==> src/rtl/servo_cmd_pkg.sv <==
`timescale 1ns/1ps
package servo_cmd_pkg;
  localparam int unsigned DEF_NUM_CH  = 8;
  localparam int unsigned DEF_ANGLE_W = 8;
  localparam int unsigned DEF_FRAME_W = 16;
  localparam int unsigned DEF_SYNC    = 2;
endpackage

==> src/rtl/servo_cmd_sync.sv <==
`timescale 1ns/1ps
module servo_cmd_sync #(
  parameter int unsigned WIDTH  = 3,
  parameter int unsigned STAGES = 2,
  parameter logic [WIDTH-1:0] RST_VAL = '0
) (
  input  logic             clk_i,
  input  logic             rst_ni,
  input  logic [WIDTH-1:0] d_i,
  output logic [WIDTH-1:0] q_o
);
  logic [STAGES-1:0][WIDTH-1:0] ff_q;

  always_ff @(posedge clk_i or negedge rst_ni) begin
    if (!rst_ni) begin
      ff_q <= {STAGES{RST_VAL}};
    end else begin
      ff_q[0] <= d_i;
      for (int i = 1; i < STAGES; i++) ff_q[i] <= ff_q[i-1];
    end
  end

  assign q_o = ff_q[STAGES-1];
endmodule

==> src/rtl/servo_cmd_shift.sv <==
`timescale 1ns/1ps
module servo_cmd_shift #(
  parameter int unsigned FRAME_W = 16,
  parameter int unsigned ANGLE_W = 8,
  parameter int unsigned CH_W    = 3
) (
  input  logic               clk_i,
  input  logic               rst_ni,
  input  logic               sck_s_i,
  input  logic               mosi_s_i,
  input  logic               cs_s_i,
  output logic               frame_valid_o,
  output logic [CH_W-1:0]    frame_chan_o,
  output logic [ANGLE_W-1:0] frame_angle_o
);
  localparam int unsigned CNT_W = $clog2(FRAME_W + 2);
  localparam logic [CNT_W-1:0] CNT_FULL = CNT_W'(FRAME_W);
  localparam logic [CNT_W-1:0] CNT_OVER = CNT_W'(FRAME_W + 1);

  logic               sck_q, cs_q;
  logic [FRAME_W-1:0] shift_q;
  logic [CNT_W-1:0]   cnt_q;
  logic               sck_rise, cs_rise;

  assign sck_rise = sck_s_i & ~sck_q;
  assign cs_rise  = cs_s_i & ~cs_q;

  always_ff @(posedge clk_i or negedge rst_ni) begin
    if (!rst_ni) begin
      sck_q         <= 1'b0;
      cs_q          <= 1'b1;
      shift_q       <= '0;
      cnt_q         <= '0;
      frame_valid_o <= 1'b0;
      frame_chan_o  <= '0;
      frame_angle_o <= '0;
    end else begin
      sck_q         <= sck_s_i;
      cs_q          <= cs_s_i;
      frame_valid_o <= 1'b0;
      if (cs_s_i) begin
        cnt_q <= '0;
      end else if (sck_rise) begin
        shift_q <= {shift_q[FRAME_W-2:0], mosi_s_i};
        if (cnt_q != CNT_OVER) cnt_q <= cnt_q + 1'b1;  // saturate past full
      end
      if (cs_rise && cnt_q == CNT_FULL) begin
        frame_valid_o <= 1'b1;
        frame_chan_o  <= shift_q[ANGLE_W +: CH_W];
        frame_angle_o <= shift_q[ANGLE_W-1:0];
      end
    end
  end

  // a frame is only accepted with an exact bit count
  a_r7_exact_count: assert property (@(posedge clk_i) disable iff (!rst_ni)
    frame_valid_o |-> $past(cnt_q) == CNT_FULL);
  // accept pulse lasts one cycle
  a_r5_single_pulse: assert property (@(posedge clk_i) disable iff (!rst_ni)
    frame_valid_o |=> !frame_valid_o);
  // count cleared while deselected
  a_r8_count_clear: assert property (@(posedge clk_i) disable iff (!rst_ni)
    (cs_s_i && cs_q) |=> cnt_q == '0);
endmodule

==> src/rtl/servo_cmd_bank.sv <==
`timescale 1ns/1ps
module servo_cmd_bank #(
  parameter int unsigned NUM_CH  = 8,
  parameter int unsigned ANGLE_W = 8,
  parameter int unsigned CH_W    = 3
) (
  input  logic                            clk_i,
  input  logic                            rst_ni,
  input  logic                            wr_en_i,
  input  logic [CH_W-1:0]                 wr_chan_i,
  input  logic [ANGLE_W-1:0]              wr_angle_i,
  input  logic                            load_i,
  output logic [NUM_CH-1:0][ANGLE_W-1:0]  setting_o
);
  localparam logic [ANGLE_W-1:0] CENTER = ANGLE_W'(1) << (ANGLE_W - 1);

  logic [NUM_CH-1:0][ANGLE_W-1:0] hold_q, act_q;
  logic [NUM_CH-1:0]              sel;
  logic [ANGLE_W-1:0]             wr_code;

  // signed angle to offset binary
  assign wr_code = {~wr_angle_i[ANGLE_W-1], wr_angle_i[ANGLE_W-2:0]};

  for (genvar ch = 0; ch < NUM_CH; ch++) begin : g_sel
    assign sel[ch] = wr_en_i && (wr_chan_i == CH_W'(ch));
  end

  always_ff @(posedge clk_i or negedge rst_ni) begin
    if (!rst_ni) begin
      hold_q <= {NUM_CH{CENTER}};
      act_q  <= {NUM_CH{CENTER}};
    end else begin
      for (int ch = 0; ch < NUM_CH; ch++) begin
        if (sel[ch]) hold_q[ch] <= wr_code;
      end
      if (load_i) act_q <= hold_q;
    end
  end

  assign setting_o = act_q;

  // outputs frozen between strobes
  a_r6_frozen: assert property (@(posedge clk_i) disable iff (!rst_ni)
    !load_i |=> $stable(act_q));
  // strobe loads every channel at once
  a_r6_load_all: assert property (@(posedge clk_i) disable iff (!rst_ni)
    load_i |=> act_q == $past(hold_q));
  // written code has the sign bit inverted
  a_r4_offset_code: assert property (@(posedge clk_i) disable iff (!rst_ni)
    (wr_en_i && 32'(wr_chan_i) < NUM_CH) |=>
      hold_q[$past(wr_chan_i)] == {~$past(wr_angle_i[ANGLE_W-1]), $past(wr_angle_i[ANGLE_W-2:0])});
endmodule

==> src/rtl/servo_cmd_rx.sv <==
`timescale 1ns/1ps
module servo_cmd_rx
  import servo_cmd_pkg::*;
#(
  parameter int unsigned NUM_CH  = DEF_NUM_CH,
  parameter int unsigned ANGLE_W = DEF_ANGLE_W,
  parameter int unsigned FRAME_W = DEF_FRAME_W,
  parameter int unsigned SYNC_N  = DEF_SYNC,
  localparam int unsigned CH_W   = $clog2(NUM_CH)
) (
  input  logic                      clk_i,
  input  logic                      rst_ni,
  input  logic                      sck_i,
  input  logic                      mosi_i,
  input  logic                      cs_ni,
  input  logic                      period_start_i,
  output logic [NUM_CH*ANGLE_W-1:0] setting_o,
  output logic                      wr_valid_o,
  output logic [CH_W-1:0]           wr_chan_o
);
  logic                           sck_s, mosi_s, cs_s;
  logic                           frame_valid;
  logic [CH_W-1:0]                frame_chan;
  logic [ANGLE_W-1:0]             frame_angle;
  logic [NUM_CH-1:0][ANGLE_W-1:0] setting_w;

  servo_cmd_sync #(.WIDTH(3), .STAGES(SYNC_N), .RST_VAL(3'b100)) u_sync (
    .clk_i (clk_i),
    .rst_ni(rst_ni),
    .d_i   ({cs_ni, mosi_i, sck_i}),
    .q_o   ({cs_s, mosi_s, sck_s})
  );

  servo_cmd_shift #(.FRAME_W(FRAME_W), .ANGLE_W(ANGLE_W), .CH_W(CH_W)) u_shift (
    .clk_i        (clk_i),
    .rst_ni       (rst_ni),
    .sck_s_i      (sck_s),
    .mosi_s_i     (mosi_s),
    .cs_s_i       (cs_s),
    .frame_valid_o(frame_valid),
    .frame_chan_o (frame_chan),
    .frame_angle_o(frame_angle)
  );

  servo_cmd_bank #(.NUM_CH(NUM_CH), .ANGLE_W(ANGLE_W), .CH_W(CH_W)) u_bank (
    .clk_i     (clk_i),
    .rst_ni    (rst_ni),
    .wr_en_i   (frame_valid),
    .wr_chan_i (frame_chan),
    .wr_angle_i(frame_angle),
    .load_i    (period_start_i),
    .setting_o (setting_w)
  );

  assign setting_o  = setting_w;
  assign wr_valid_o = frame_valid;
  assign wr_chan_o  = frame_chan;
endmodule

==> config.mk <==
export PLATFORM = sky130hd
export DESIGN_NAME = servo_cmd_rx
export DESIGN_NICKNAME = d
export VERILOG_FILES = /design/src/rtl/servo_cmd_pkg.sv /design/src/rtl/servo_cmd_sync.sv /design/src/rtl/servo_cmd_shift.sv /design/src/rtl/servo_cmd_bank.sv /design/src/rtl/servo_cmd_rx.sv
export SDC_FILE = /design/constraint.sdc
export NUM_CORES = 1
export LEC_CHECK = 0
export CORE_UTILIZATION = 52
export CTS_BUF_LIST = sky130_fd_sc_hd__clkbuf_2 sky130_fd_sc_hd__clkbuf_4 sky130_fd_sc_hd__clkbuf_8
export CTS_CLUSTER_DIAMETER = 150
export CTS_CLUSTER_SIZE = 16
export DETAILED_ROUTE_END_ITERATION = 16
export MAX_ROUTING_LAYER = met4
export PLACE_DENSITY = 0.85
export SLEW_MARGIN = 40
export SYNTH_ARGS = -nofsm -noshare
export SYNTH_HDL_FRONTEND = slang
export SYNTH_SLANG_ARGS = --single-unit
==> constraint.sdc <==
create_clock -name clk_i -period 1.8 [get_ports clk_i]
set_clock_uncertainty 0.2 [all_clocks]
set_input_delay 0.18 -clock clk_i [delete_from_list [all_inputs] [get_ports clk_i]]
set_output_delay 0.18 -clock clk_i [all_outputs]
set_load 0.05 [all_outputs]
# Yosys cells after proc, flatten, opt, wreduce, memory -nomap -nowiden
# Cells that the tools add are included.
dict set report totals {
  reg_bits 164
}
dict set report op_classes {
  addsub 1
  n_eq_ne 9
  mux 4
  n_bitwise 6
  n_reduce_logical 14
}
# operator count
set op_table {}
lappend op_table {{two-way mux 5 bit} 3}
lappend op_table {{== test 3 bit, second input constant} 4}
lappend op_table {{logical AND 1 bit} 9}
lappend op_table {{== test 3 x 2 -> 1 bit, second input constant} 2}
lappend op_table {{adder 5 x 1 -> 5 bit, second input constant} 1}
lappend op_table {{== test 5 bit, second input constant} 1}
lappend op_table {{!= test 5 bit, second input constant} 1}
lappend op_table {{inverter 1 bit} 4}
lappend op_table {{AND reduction 2 bit} 2}
lappend op_table {{nonzero test 2 bit} 2}
lappend op_table {{== test 3 x 1 -> 1 bit, second input constant} 1}
lappend op_table {{logical NOT 3 bit} 1}
lappend op_table {{bitwise AND 1 bit} 2}
lappend op_table {{two-way mux 1 bit} 1}

# Depth between registers and ports, before layout
# Gate-level depths: netlist (run 1).
dict set report logic_depth {
  word_depth 4
  mapped_depth 5
}

# Hierarchy
# Synthesis (run 1) repeated with hierarchy kept, for this count alone.
dict set report unflattened {
  cells_unflattened 382
  area_unflattened_um2 6309.8
}
# mod n_inst cells_each area_each_um2
set modules_own_cells {}
lappend modules_own_cells {servo_cmd_bank 1 287 4852.2}
lappend modules_own_cells {servo_cmd_shift 1 86 1282.5}
lappend modules_own_cells {servo_cmd_sync 1 9 175.2}

# Least setup slack after synthesis (run 1)
# No wires, ideal clock.
dict set report synth_timing {
  kind {reg-to-reg}
  startpoint {register u_shift.frame_valid_o}
  endpoint {register u_bank.hold_q[16] in the netlist's numbering}
  setup_ps 125
  arrival_time_ps 1657
  slack_ps -182
  path_stages_with_launch 5
  path_buffers 1
  period_less_slack_ps 1982
  cell_sequence {dfrtp_1 buf_4 nand2_1 nor3_2 mux2_2}
}
dict set report synth_between {
  elab_chain_cells 1
}
# element line
set synth_rtl {}
lappend synth_rtl {{start, declared} servo_cmd_shift.sv:12} ;# output logic frame_valid_o,
lappend synth_rtl {{start signal, assigned} servo_cmd_shift.sv:34} ;# frame_valid_o <= 1'b0;
lappend synth_rtl {{start signal, assigned} servo_cmd_shift.sv:40} ;# frame_valid_o <= 1'b0;
lappend synth_rtl {{start signal, assigned} servo_cmd_shift.sv:48} ;# frame_valid_o <= 1'b1;
lappend synth_rtl {{logical AND 1 bit} servo_cmd_bank.sv:25} ;# assign sel[ch] = wr_en_i && (wr_chan_i == CH_W'(ch));
lappend synth_rtl {{end signal, assigned} servo_cmd_bank.sv:30} ;# hold_q <= {NUM_CH{CENTER}};
lappend synth_rtl {{end signal, assigned by index} servo_cmd_bank.sv:34} ;# if (sel[ch]) hold_q[ch] <= wr_code;
lappend synth_rtl {{end, declared} servo_cmd_bank.sv:17} ;# logic [NUM_CH-1:0][ANGLE_W-1:0] hold_q, act_q;
# Every way passes these cells.
# A chain may end at the register's enable or synchronous reset.

# Worst setup path after layout (run 1)
dict set report layout_timing {
  startpoint {register u_shift.frame_chan_o[1]}
  endpoint {register u_bank.hold_q[2] in the netlist's numbering}
}
dict set report layout_between {
  elab_chain_cells 2
}
# element line
set layout_rtl {}
lappend layout_rtl {{start, declared} servo_cmd_shift.sv:13} ;# output logic [CH_W-1:0] frame_chan_o,
lappend layout_rtl {{start signal, assigned} servo_cmd_shift.sv:49} ;# frame_chan_o <= shift_q[ANGLE_W +: CH_W];
lappend layout_rtl {{logical NOT 3 bit} servo_cmd_bank.sv:25}
lappend layout_rtl {{logical AND 1 bit} servo_cmd_bank.sv:25}
# Every way passes these cells.

==> flow_metrics.py, run 1 <==
metrics = {
    "finish": {
        "antenna-diode-count": 0,
        "count_of_non_filler_cells_in_the_finished_layout": 632,
        "filler_cell_count": 790,
        "share_of_cells_above_drive_strength_1_pct": 60.12,
        "synthToLayoutAreaGrowth_pct": 24.17,
        "post-route-util_pct": 66.87,
        "finish.net_count": 485,
    },
    "global_route": {
        "initial_antenna_violation_count": 0,
        "grt_max_degree": 65,
        "vias_in_the_first_global_route": 3611,
        "first_pass_grt_wire_length_um": 18880,
        "grt_use_total_pct": 20.80,
        "overflow": 0,
    },
    "setup_path": {
        "setup.reg_to_reg.worst_slack_ns": 0.09,
        "required_time_of_the_critical_path_ns": 1.92,
        "crit_path_end_kind": "register",
        "timing.critical_path.fanout_max": 8,
        "start_kind": "register",
        "timing.critical_path.arrival_ns": 1.83,
        "critPathKind": "reg -> reg",
    },
    "outcome": {
        "violations": "design-rule violations",
        "status": "complete, but fails checks",
    },
    "cts": {
        "clockBufferDepth": 2,
        "tritoncts_num_sinks": 164,
        "cts_made_buffers": 17,
        "clock_latency_reported_for_the_late_side_of_the_worst_skew_pair_ns": 0.44,
        "clk_transition_reported_paths_ns": 0.08,
        "tritoncts": "built",
        "clk_root_buffer_cell": "clkbuf_8",
        "htree_levels": 4,
        "post_cts_resize_count": 0,
    },
    "sta": {
        "post-route-min-period_ns": 1.711,
        "number_of_max_slew_violations_in_the_final_report": 0,
        "rsz0062_at_grt": "no",
        "timing.fmax_mhz": 584.5,
        "slew_headroom_pct": 68.25,
        "finalSetupViolations": 0,
        "worst_max_slew_pin_slew_ns": 0.4762,
        "post-route-period-util_pct": 95.04,
        "final-hold-violation-count": 0,
    },
    "yosys": {
        "synth_simple_gate_area_share_pct": 3.616,
        "main_combinational_cell_family_by_area_after_synthesis": "multiplexers",
        "synth_enable_flop_cells": 0,
        "synth_largest_type_area_fraction_pct": 58.26,
        "synth.largest_area_cell": "dfrtp_1",
        "synth_top_cells_by_count": "dfrtp_1 (145), mux2_2 (145), dfstp_2 (19)",
        "synth_area_um2": 6228,
        "synth-compound-area-share_pct": 0.5625,
        "commonest_register_cell_after_synthesis": "dfrtp_1",
        "postSynthCellCount": 377,
        "synth_area_leaders": "dfrtp_1 (58%), mux2_2 (26%), dfstp_2 (8.0%), mux2i_1 (0.80%), buf_2 (0.72%)",
        "yosysWarningCount": 0,
        "syn-mean-instance-area_um2": 16.52,
        "post_synth_xor_area_fraction_pct": 0,
        "synth.lib_cells_used.distinct": 26,
        "yosys-mux-area-fraction_pct": 27.02,
        "synth_nets": 386,
        "synth_seq_cells": 164,
        "synth-async-reset-ratio_pct": 100.0,
        "synth_seq_area_share_pct": 66.27,
        "synth-adder-area-share_pct": 0.6027,
    },
    "min_path": {
        "worst_hold_path_type": "in -> async",
    },
    "drt": {
        "detail_route.vias_per_cell": 5.328,
        "dr.first_iter.drc_count": 160,
        "detail-route-antenna-nets": 0,
        "vias": 3367,
        "routed_wl_um": 11390,
        "routed_wire_length_per_instance_um": 18.03,
        "drt_pass1_iterations": 12,
        "remaining_drc_errors": 7,
    },
    "die": {
        "num_rows": 39,
        "initial_core_utilization_pct": 53.86,
        "die-width_um": 111.4,
        "die_area_um2": 12420,
        "top_level_ports": 74,
        "floorplan.core_area_um2": 11560,
        "die_h_um": 111.4,
    },
    "power": {
        "vdd_drop_max_mv": 0.4242,
        "powerDensity_nw_per_um2": 925.5,
        "p_leak_nw": 3.891,
    },
    "place": {
        "io_buffer_count": 73,
        "finalWeightedCongestion": 0.7998,
        "instance_count_after_placement_with_tap_cells_included": 593,
        "detailedPlacementHpwl_um": 7678,
    },
    "job": {
        "count_of_maximum_capacitance_violations": 0,
    },
}
==> metal layers <==
| metal | part of all wire (%) | vias up | track usage [%] |
|---|---|---|---|
| met5 | 0 | - | - |
| met4 | 2.2 | 0 | 9.640 |
| met3 | 3.3 | 22 | 5.008 |
| met2 | 51 | 76 | 33.17 |
| met1 | 43 | 1748 | 25.17 |
| li1 | - | 1521 | - |
==> report_power, final <==
| part | total, W | internal (W) | switching, W |
|---|---|---|---|
| Sequential | 0.00385 | 0.00378 | 0.0000712 |
| Clock | 0.00304 | 0.00180 | 0.00123 |
| Combinational | 0.000269 | 0.000133 | 0.000136 |
| Total | 0.00716 | 0.00572 | 0.00144 |
==> registers in the layout (all words and copies together) (netlist names) <==
register / cells
u_sync.q_o: 3
u_shift.sck_q: 1
u_shift.frame_chan_o: 3
u_bank.setting_o: 64
u_shift.shift_q: 11
u_shift.frame_angle_o: 8
u_shift.cnt_q: 5
u_shift.cs_q: 1
u_shift.frame_valid_o: 1
u_bank.hold_q: 64
u_sync.ff_q: 3
==> per-stage QoR <==
stage          hold slack, ns  instance area, µm²  TNS, ns  total power (W)  setup slack [ns]
2_1_floorplan         -0.3156                6240  -0.8936         0.004040          -0.06383
3_3_place_gp         -0.04805                7186        0         0.004168           0.08960
3_5_place_dp         -0.04499                7186        0         0.004193           0.02328
4_1_cts               0.03601                7699        0         0.007233         0.0006175
5_1_grt               0.06392                7734        0         0.007405           0.01609
6_report              0.04555                7734        0         0.007157           0.08922
==> cell type report <==
class                      instances  area [µm²]  share of cell area, %
timing repair buffer              95       932.1                  12.05
clock buffer                      23       297.8                  3.851
sequential                       164        4133                  53.44
tap                              143       178.9                  2.314
inverter                           8       30.03                 0.3883
multi-input combinational        190        1987                  25.69
clock inverter                     9       175.2                  2.265
==> cells by family after synthesis <==
logic type               count (synthesis)
flip-flops                             164
multiplexers                           150
AND/OR/NAND/NOR                         31
buffers and inverters                   23
AO/OA/AOI/OAI                            6
adder cells (fa/ha/maj)                  3
==> final timing paths <==
check                      depth (start not counted)                    to                     from
max                                                3      u_bank.hold_q[2]  u_shift.frame_chan_o[1]
min                                                2  u_bank.setting_o[42]                   rst_ni
max reg2reg                                        3      u_bank.hold_q[2]  u_shift.frame_chan_o[1]
min reg2reg                                        0         u_sync.q_o[0]           u_sync.ff_q[0]
max in group asynchronous                          3      u_bank.hold_q[7]                   rst_ni
min in group clk_i                                 3  u_bank.setting_o[20]           period_start_i
==> cells in the final DEF (no fill, tap or decap), types with 3 or more instances in the layout <==
cell type / n
buf_12: 16
buf_4: 70
bufinv_16: 5
clkbuf_4: 3
clkbuf_8: 20
clkdlybuf4s50_1: 3
dfrtp_1: 141
dfrtp_2: 4
dfstp_2: 19
dlygate4sd3_1: 4
ha_1: 3
inv_1: 8
mux2_2: 145
mux2i_1: 5
nand2_1: 8
nand4_1: 3
nand4b_1: 4
nor2_1: 5
nor2b_1: 3
o21ai_0: 4
==> repair_timing <==
item,in CTS,in global routing
endpoints found under the setup margin,0,12
buffers inserted,0,3
hold buffers,4,0
endpoints found under the hold margin,161,0
==> critical path, stage by stage, from the launching register on <==
cell,delay [ns]
dfrtp_2,0.45
nand2b_4,0.19
nor3_4,0.36
mux2_2,0.39
Note: power is estimated with default switching activity, not from simulation.
==> run 2: changes to the inputs <==
CORE_UTILIZATION = 50   (was 52)
PLACE_DENSITY = 0.82   (was 0.85)
==> run 2 against run 1 <==
  * The run now ends clean
  * Register-to-register slack worse by 0.05 ns
  * Critical path depth stayed put
  * Sequential cell count is the same
  * Critical path type unchanged
  * Critical endpoint is now u_bank.hold_q[0]
==> flow_metrics.py, run 2 (synthesis results as in run 1) <==
metrics = {
    "setup_path": {
        "worst-r2r-cell-count": 3,
        "buffering_stage_count_on_the_worst_path_with_inverters_included": 0,
        "crit-reg2reg-launch": "u_shift.frame_chan_o[1]",
        "cpLargestDelayFamily": "simple AND/OR/NAND/NOR gates",
        "timing.critical_path.slowest_stage_cell": "dfrtp_2",
        "required_time_of_the_critical_path_ns": 1.94,
        "worstReg2RegEnd": "u_bank.hold_q[0]",
        "start_kind": "register",
        "crit_chain": "nand2b_4 -> nor3_4 -> mux2_2",
        "timing.critical_path.arrival_ns": 1.90,
        "critical_path.startpoint": "u_shift.frame_chan_o[1]",
        "crit_path_end_kind": "register",
        "slowest_delay_ns": 0.46,
        "setup.reg_to_reg.worst_slack_ns": 0.04,
        "timing.critical_path.fanout_max": 8,
        "critPathKind": "reg -> reg",
    },
    "die": {
        "die_h_um": 113.6,
        "die-width_um": 113.6,
        "floorplan.core_area_um2": 12060,
        "num_rows": 40,
        "die_area_um2": 12910,
        "initial_core_utilization_pct": 51.64,
        "top_level_ports": 74,
    },
    "finish": {
        "antenna-diode-count": 0,
        "share_of_cells_above_drive_strength_1_pct": 60.08,
        "layout_commonest_cell": "mux2_2",
        "finish.net_count": 487,
        "design_area_um2": 7766,
        "mostFrequentLayoutCells": "mux2_2 (145), dfrtp_1 (141), buf_4 (70)",
        "filler_cell_count": 840,
        "synthToLayoutAreaGrowth_pct": 24.69,
    },
    "power": {
        "total_power_w": 0.006972,
        "p_leak_nw": 3.890,
        "powerDensity_nw_per_um2": 897.8,
        "vdd_drop_max_mv": 0.4570,
    },
    "drt": {
        "routed_wire_length_per_instance_um": 17.59,
        "detail-route-antenna-nets": 0,
        "vias": 3389,
        "routed_wl_um": 11590,
        "remaining_drc_errors": 0,
        "dr.first_iter.drc_count": 149,
        "drt_pass1_iterations": 4,
        "detail_route.vias_per_cell": 5.143,
    },
    "sta": {
        "finalSetupTns_ns": 0,
        "timing.fmax_mhz": 568.2,
        "slew_headroom_pct": 66.14,
        "number_of_max_slew_violations_in_the_final_report": 0,
        "finalSetupViolations": 0,
        "worst_max_slew_pin_slew_ns": 0.5079,
        "post-route-period-util_pct": 97.78,
        "final-hold-violation-count": 0,
        "post-route-min-period_ns": 1.760,
    },
    "cts": {
        "tritoncts": "built",
        "htree_levels": 4,
        "clk_root_buffer_cell": "clkbuf_8",
        "cts_made_buffers": 17,
        "tritoncts_num_sinks": 164,
        "clockBufferDepth": 2,
        "clock_latency_reported_for_the_late_side_of_the_worst_skew_pair_ns": 0.45,
        "clk_transition_reported_paths_ns": 0.08,
    },
    "place": {
        "io_buffer_count": 73,
        "detailedPlacementHpwl_um": 7838,
        "placedInstanceArea_um2": 7232,
        "finalWeightedCongestion": 0.7512,
    },
    "min_path": {
        "worst_hold_path_type": "in -> async",
    },
    "global_route": {
        "grt_max_degree": 50,
        "grt_use_total_pct": 20.73,
        "initial_antenna_violation_count": 0,
        "vias_in_the_first_global_route": 3565,
        "first_pass_grt_wire_length_um": 19040,
        "overflow": 0,
    },
    "job": {
        "count_of_maximum_capacitance_violations": 0,
    },
    "outcome": {
        "status": "finished clean",
    },
}
==> run 2: cell types whose count changed in the layout (fill, tap and decap cells not counted) <==
cell and change:
clkbuf_4 -2, clkinv_2 +1, buf_12 +1, clkbuf_8 +3, dlygate4sd3_1 +1, bufinv_16 -2
==> run 2: metal layers <==
| layer | up-vias | global-route usage [%] | share of wire, % |
|---|---|---|---|
| li1 | 1531 | - | - |
| met4 | 0 | 8.070 | 2.1 |
| met2 | 76 | 32.93 | 50 |
| met3 | 17 | 5.792 | 3.5 |
| met1 | 1765 | 25.31 | 44 |
| met5 | - | - | 0 |
==> run 2: through the flow <==
| step | util [%] | setup WS (ns) | cells | hold slack, ns |
|---|---|---|---|---|
| finish | 64.39 | 0.03997 | 659 | 0.04049 |
| global route | 64.39 | -0.003056 | 659 | 0.05848 |
| CTS | 64.06 | 0.002008 | 657 | 0.02487 |
| detailed placement | 59.96 | 0.02448 | 620 | -0.05381 |
| global placement | 59.96 | 0.1029 | 620 | -0.05717 |
| floorplan | - | -0.06383 | 377 | -0.3156 |
==> run 2: how the worst max path moves through the flow <==
stage / endpoint / slack [ns] / depth (start not counted)
2_1_floorplan: u_bank.hold_q[10] / -0.06 / 4
5_1_grt: u_bank.hold_q[0] / -0.003 / 3
6_report: u_bank.hold_q[0] / 0.04 / 3
4_1_cts: u_bank.hold_q[36] / 0.002 / 3
3_5_place_dp: u_bank.hold_q[36] / 0.02 / 3
3_3_place_gp: u_bank.hold_q[35] / 0.10 / 3
==> run 2: timing repair <==
| action | CTS | global route |
|---|---|---|
| buffers inserted | 0 | 2 |
| endpoints found under the hold margin | 166 | 0 |
| hold buffers | 5 | 0 |
| setup endpoints to repair | 0 | 14 |
| resized for setup | 0 | 0 |
==> run 2: power by group <==
part | internal [W] | switching [W]
logic | 0.000135 | 0.000134
clock network | 0.00160 | 0.00125
registers | 0.00378 | 0.0000674
total | 0.00552 | 0.00145
==> run 2: area by class of cell <==
| class | count | area (µm²) | share of cell area (%) |
|---|---|---|---|
| Sequential cell | 164 | 4133 | 53.21 |
| Multi-Input combinational cell | 190 | 1987 | 25.58 |
| Timing Repair Buffer | 97 | 962.2 | 12.39 |
| Clock buffer | 24 | 324.1 | 4.173 |
| Inverter | 8 | 30.03 | 0.3867 |
| Tap cell | 168 | 210.2 | 2.707 |
| Clock inverter | 8 | 120.1 | 1.547 |
==> run 3: changes to the inputs <==
CORE_ASPECT_RATIO = 1.2   (was unset)
CTS_CLUSTER_DIAMETER = unset   (was 150)
==> run 3 against run 2 <==
  * Die area about the same
  * Non-clock buffer count decreased by 3
  * Combinational power is 3% lower
  * Sequential share of layout area up 0.66 points
  * Power fell by 2.0%
  * Sequential cell count stayed put
  * First-iteration DRC count fell by 23%
  * Final cell count is 1.5% lower
  * Highest routed layer unchanged
==> flow_metrics.py, run 3 (synthesis results as in run 1) <==
metrics = {
    "place": {
        "place_worst_setup_slack_ns": 0.04794,
        "detailedPlacementHpwl_um": 7572,
        "placedInstanceArea_um2": 7181,
        "finalWeightedCongestion": 0.7977,
        "io_buffer_count": 73,
        "instance_count_after_placement_with_tap_cells_included": 609,
    },
    "global_route": {
        "grt_max_degree": 65,
        "vias_in_the_first_global_route": 3589,
        "overflow": 0,
        "grt_use_total_pct": 19.47,
        "first_pass_grt_wire_length_um": 18740,
        "initial_antenna_violation_count": 0,
    },
    "setup_path": {
        "required_time_of_the_critical_path_ns": 1.92,
        "critPathKind": "reg -> reg",
        "timing.critical_path.fanout_max": 8,
        "crit_path_end_kind": "register",
        "slowest_delay_ns": 0.46,
        "setup.reg_to_reg.worst_slack_ns": 0.09,
        "start_kind": "register",
        "crit_chain": "nand2b_4 -> nor3_4 -> mux2_2",
        "timing.critical_path.arrival_ns": 1.83,
        "timing.critical_path.slowest_stage_cell": "dfrtp_2",
    },
    "cts": {
        "clockBufferDepth": 2,
        "clk_root_buffer_cell": "clkbuf_8",
        "htree_levels": 4,
        "cts_made_buffers": 17,
        "clk_transition_reported_paths_ns": 0.08,
        "post_cts_resize_count": 0,
        "clock_latency_reported_for_the_late_side_of_the_worst_skew_pair_ns": 0.44,
        "tritoncts": "built",
        "tritoncts_num_sinks": 164,
    },
    "drt": {
        "routed_wl_um": 11170,
        "detail_route.vias_per_cell": 5.168,
        "remaining_drc_errors": 0,
        "routed_met2_length_um": 5862,
        "met1Wirelength_um": 4612,
        "vias": 3354,
        "drt_pass1_iterations": 4,
        "dr_wl_met3_um": 528,
        "routed_wire_length_per_instance_um": 17.22,
        "detail-route-antenna-nets": 0,
        "highest_layer": "met4",
        "dr.first_iter.drc_count": 115,
    },
    "sta": {
        "rsz0062_at_grt": "no",
        "number_of_max_slew_violations_in_the_final_report": 0,
        "post-route-worst-setup-slack_ns": 0.08805,
        "post-route-min-period_ns": 1.712,
        "worst_max_slew_pin_slew_ns": 0.4519,
        "finalSetupViolations": 0,
        "finalSetupTns_ns": 0,
        "timing.fmax_mhz": 584.1,
        "post-route-period-util_pct": 95.11,
        "slew_headroom_pct": 69.87,
        "final-hold-violation-count": 0,
    },
    "die": {
        "top_level_ports": 74,
        "num_rows": 44,
        "die-width_um": 103.9,
        "initial_core_utilization_pct": 51.43,
        "die_h_um": 124.3,
        "die_area_um2": 12910,
        "floorplan.core_area_um2": 12110,
    },
    "power": {
        "vdd_drop_max_mv": 0.5583,
        "p_leak_nw": 3.859,
        "powerDensity_nw_per_um2": 891.1,
        "total_power_w": 0.006836,
    },
    "finish": {
        "mostFrequentLayoutCells": "mux2_2 (145), dfrtp_1 (141), buf_4 (71)",
        "count_of_non_filler_cells_in_the_finished_layout": 649,
        "antenna-diode-count": 0,
        "design_area_um2": 7671,
        "layout_commonest_cell": "mux2_2",
        "share_of_cells_above_drive_strength_1_pct": 60.04,
        "finish.net_count": 484,
        "synthToLayoutAreaGrowth_pct": 23.16,
    },
    "job": {
        "count_of_maximum_capacitance_violations": 0,
    },
    "min_path": {
        "worst_hold_path_type": "in -> async",
    },
    "outcome": {
        "status": "finished clean",
    },
}
## run 3: cell types whose count changed in the layout (fill, tap and decap cells not counted), sizes merged
cell,before,now
clkinv,3,5
dlygate4sd3,5,4
clkbuf,24,22
buf,89,87
## run 3: through the flow
stage,util (%),hold slack [ns]
global placement,59.29,-0.08096
floorplan,-,-0.3156
detailed placement,59.29,-0.06946
CTS,63.09,0.01044
global route,63.34,0.03780
finish,63.34,0.02765
## run 3: final cells by class
cell class / instances / area (µm²)
inverter: 8 / 30.03
fill: 875 / 4441
clock buffer: 22 / 290.3
multi-input combinational: 190 / 1987
timing repair buffer: 94 / 899.6
clock inverter: 10 / 130.1
tap: 161 / 201.4
sequential: 164 / 4133
## run 3: where the power goes
group / internal (W) / switching, W / total, W
Sequential: 0.00378 / 0.0000728 / 0.00386
Combinational: 0.000127 / 0.000135 / 0.000262
Clock: 0.00150 / 0.00122 / 0.00272
Total: 0.00541 / 0.00142 / 0.00684
## run 3: repair_timing
action,in CTS,in global routing
setup endpoints to repair,0,14
hold buffers,4,0
setup buffers,0,4
endpoints found under the hold margin,149,0
## run 3: path summary, 6_finish.rpt
check,startpoint,endpoint,depth (start not counted)
setup / recovery,u_shift.frame_chan_o[1],u_bank.hold_q[4],3
hold / removal,rst_ni,u_bank.setting_o[38],2
setup reg to reg,u_shift.frame_chan_o[1],u_bank.hold_q[4],3
hold reg to reg,u_sync.ff_q[0],u_sync.q_o[0],0
max in group asynchronous,rst_ni,u_sync.ff_q[2],3
min in group clk_i,u_sync.ff_q[0],u_sync.q_o[0],0
## run 3: critical path: cells and delay by family (launching register included)
kind / cells / cell delay, ns
DFF: 1 / 0.46
muxes: 1 / 0.39
and+or+nand+nor: 2 / 0.55
## run 3: per-layer routing
layer	up-vias	global-route usage, %
met5	-	-
met4	0	7.059
met3	17	5.861
met2	66	32.04
met1	1747	22.64
li1	1524	-
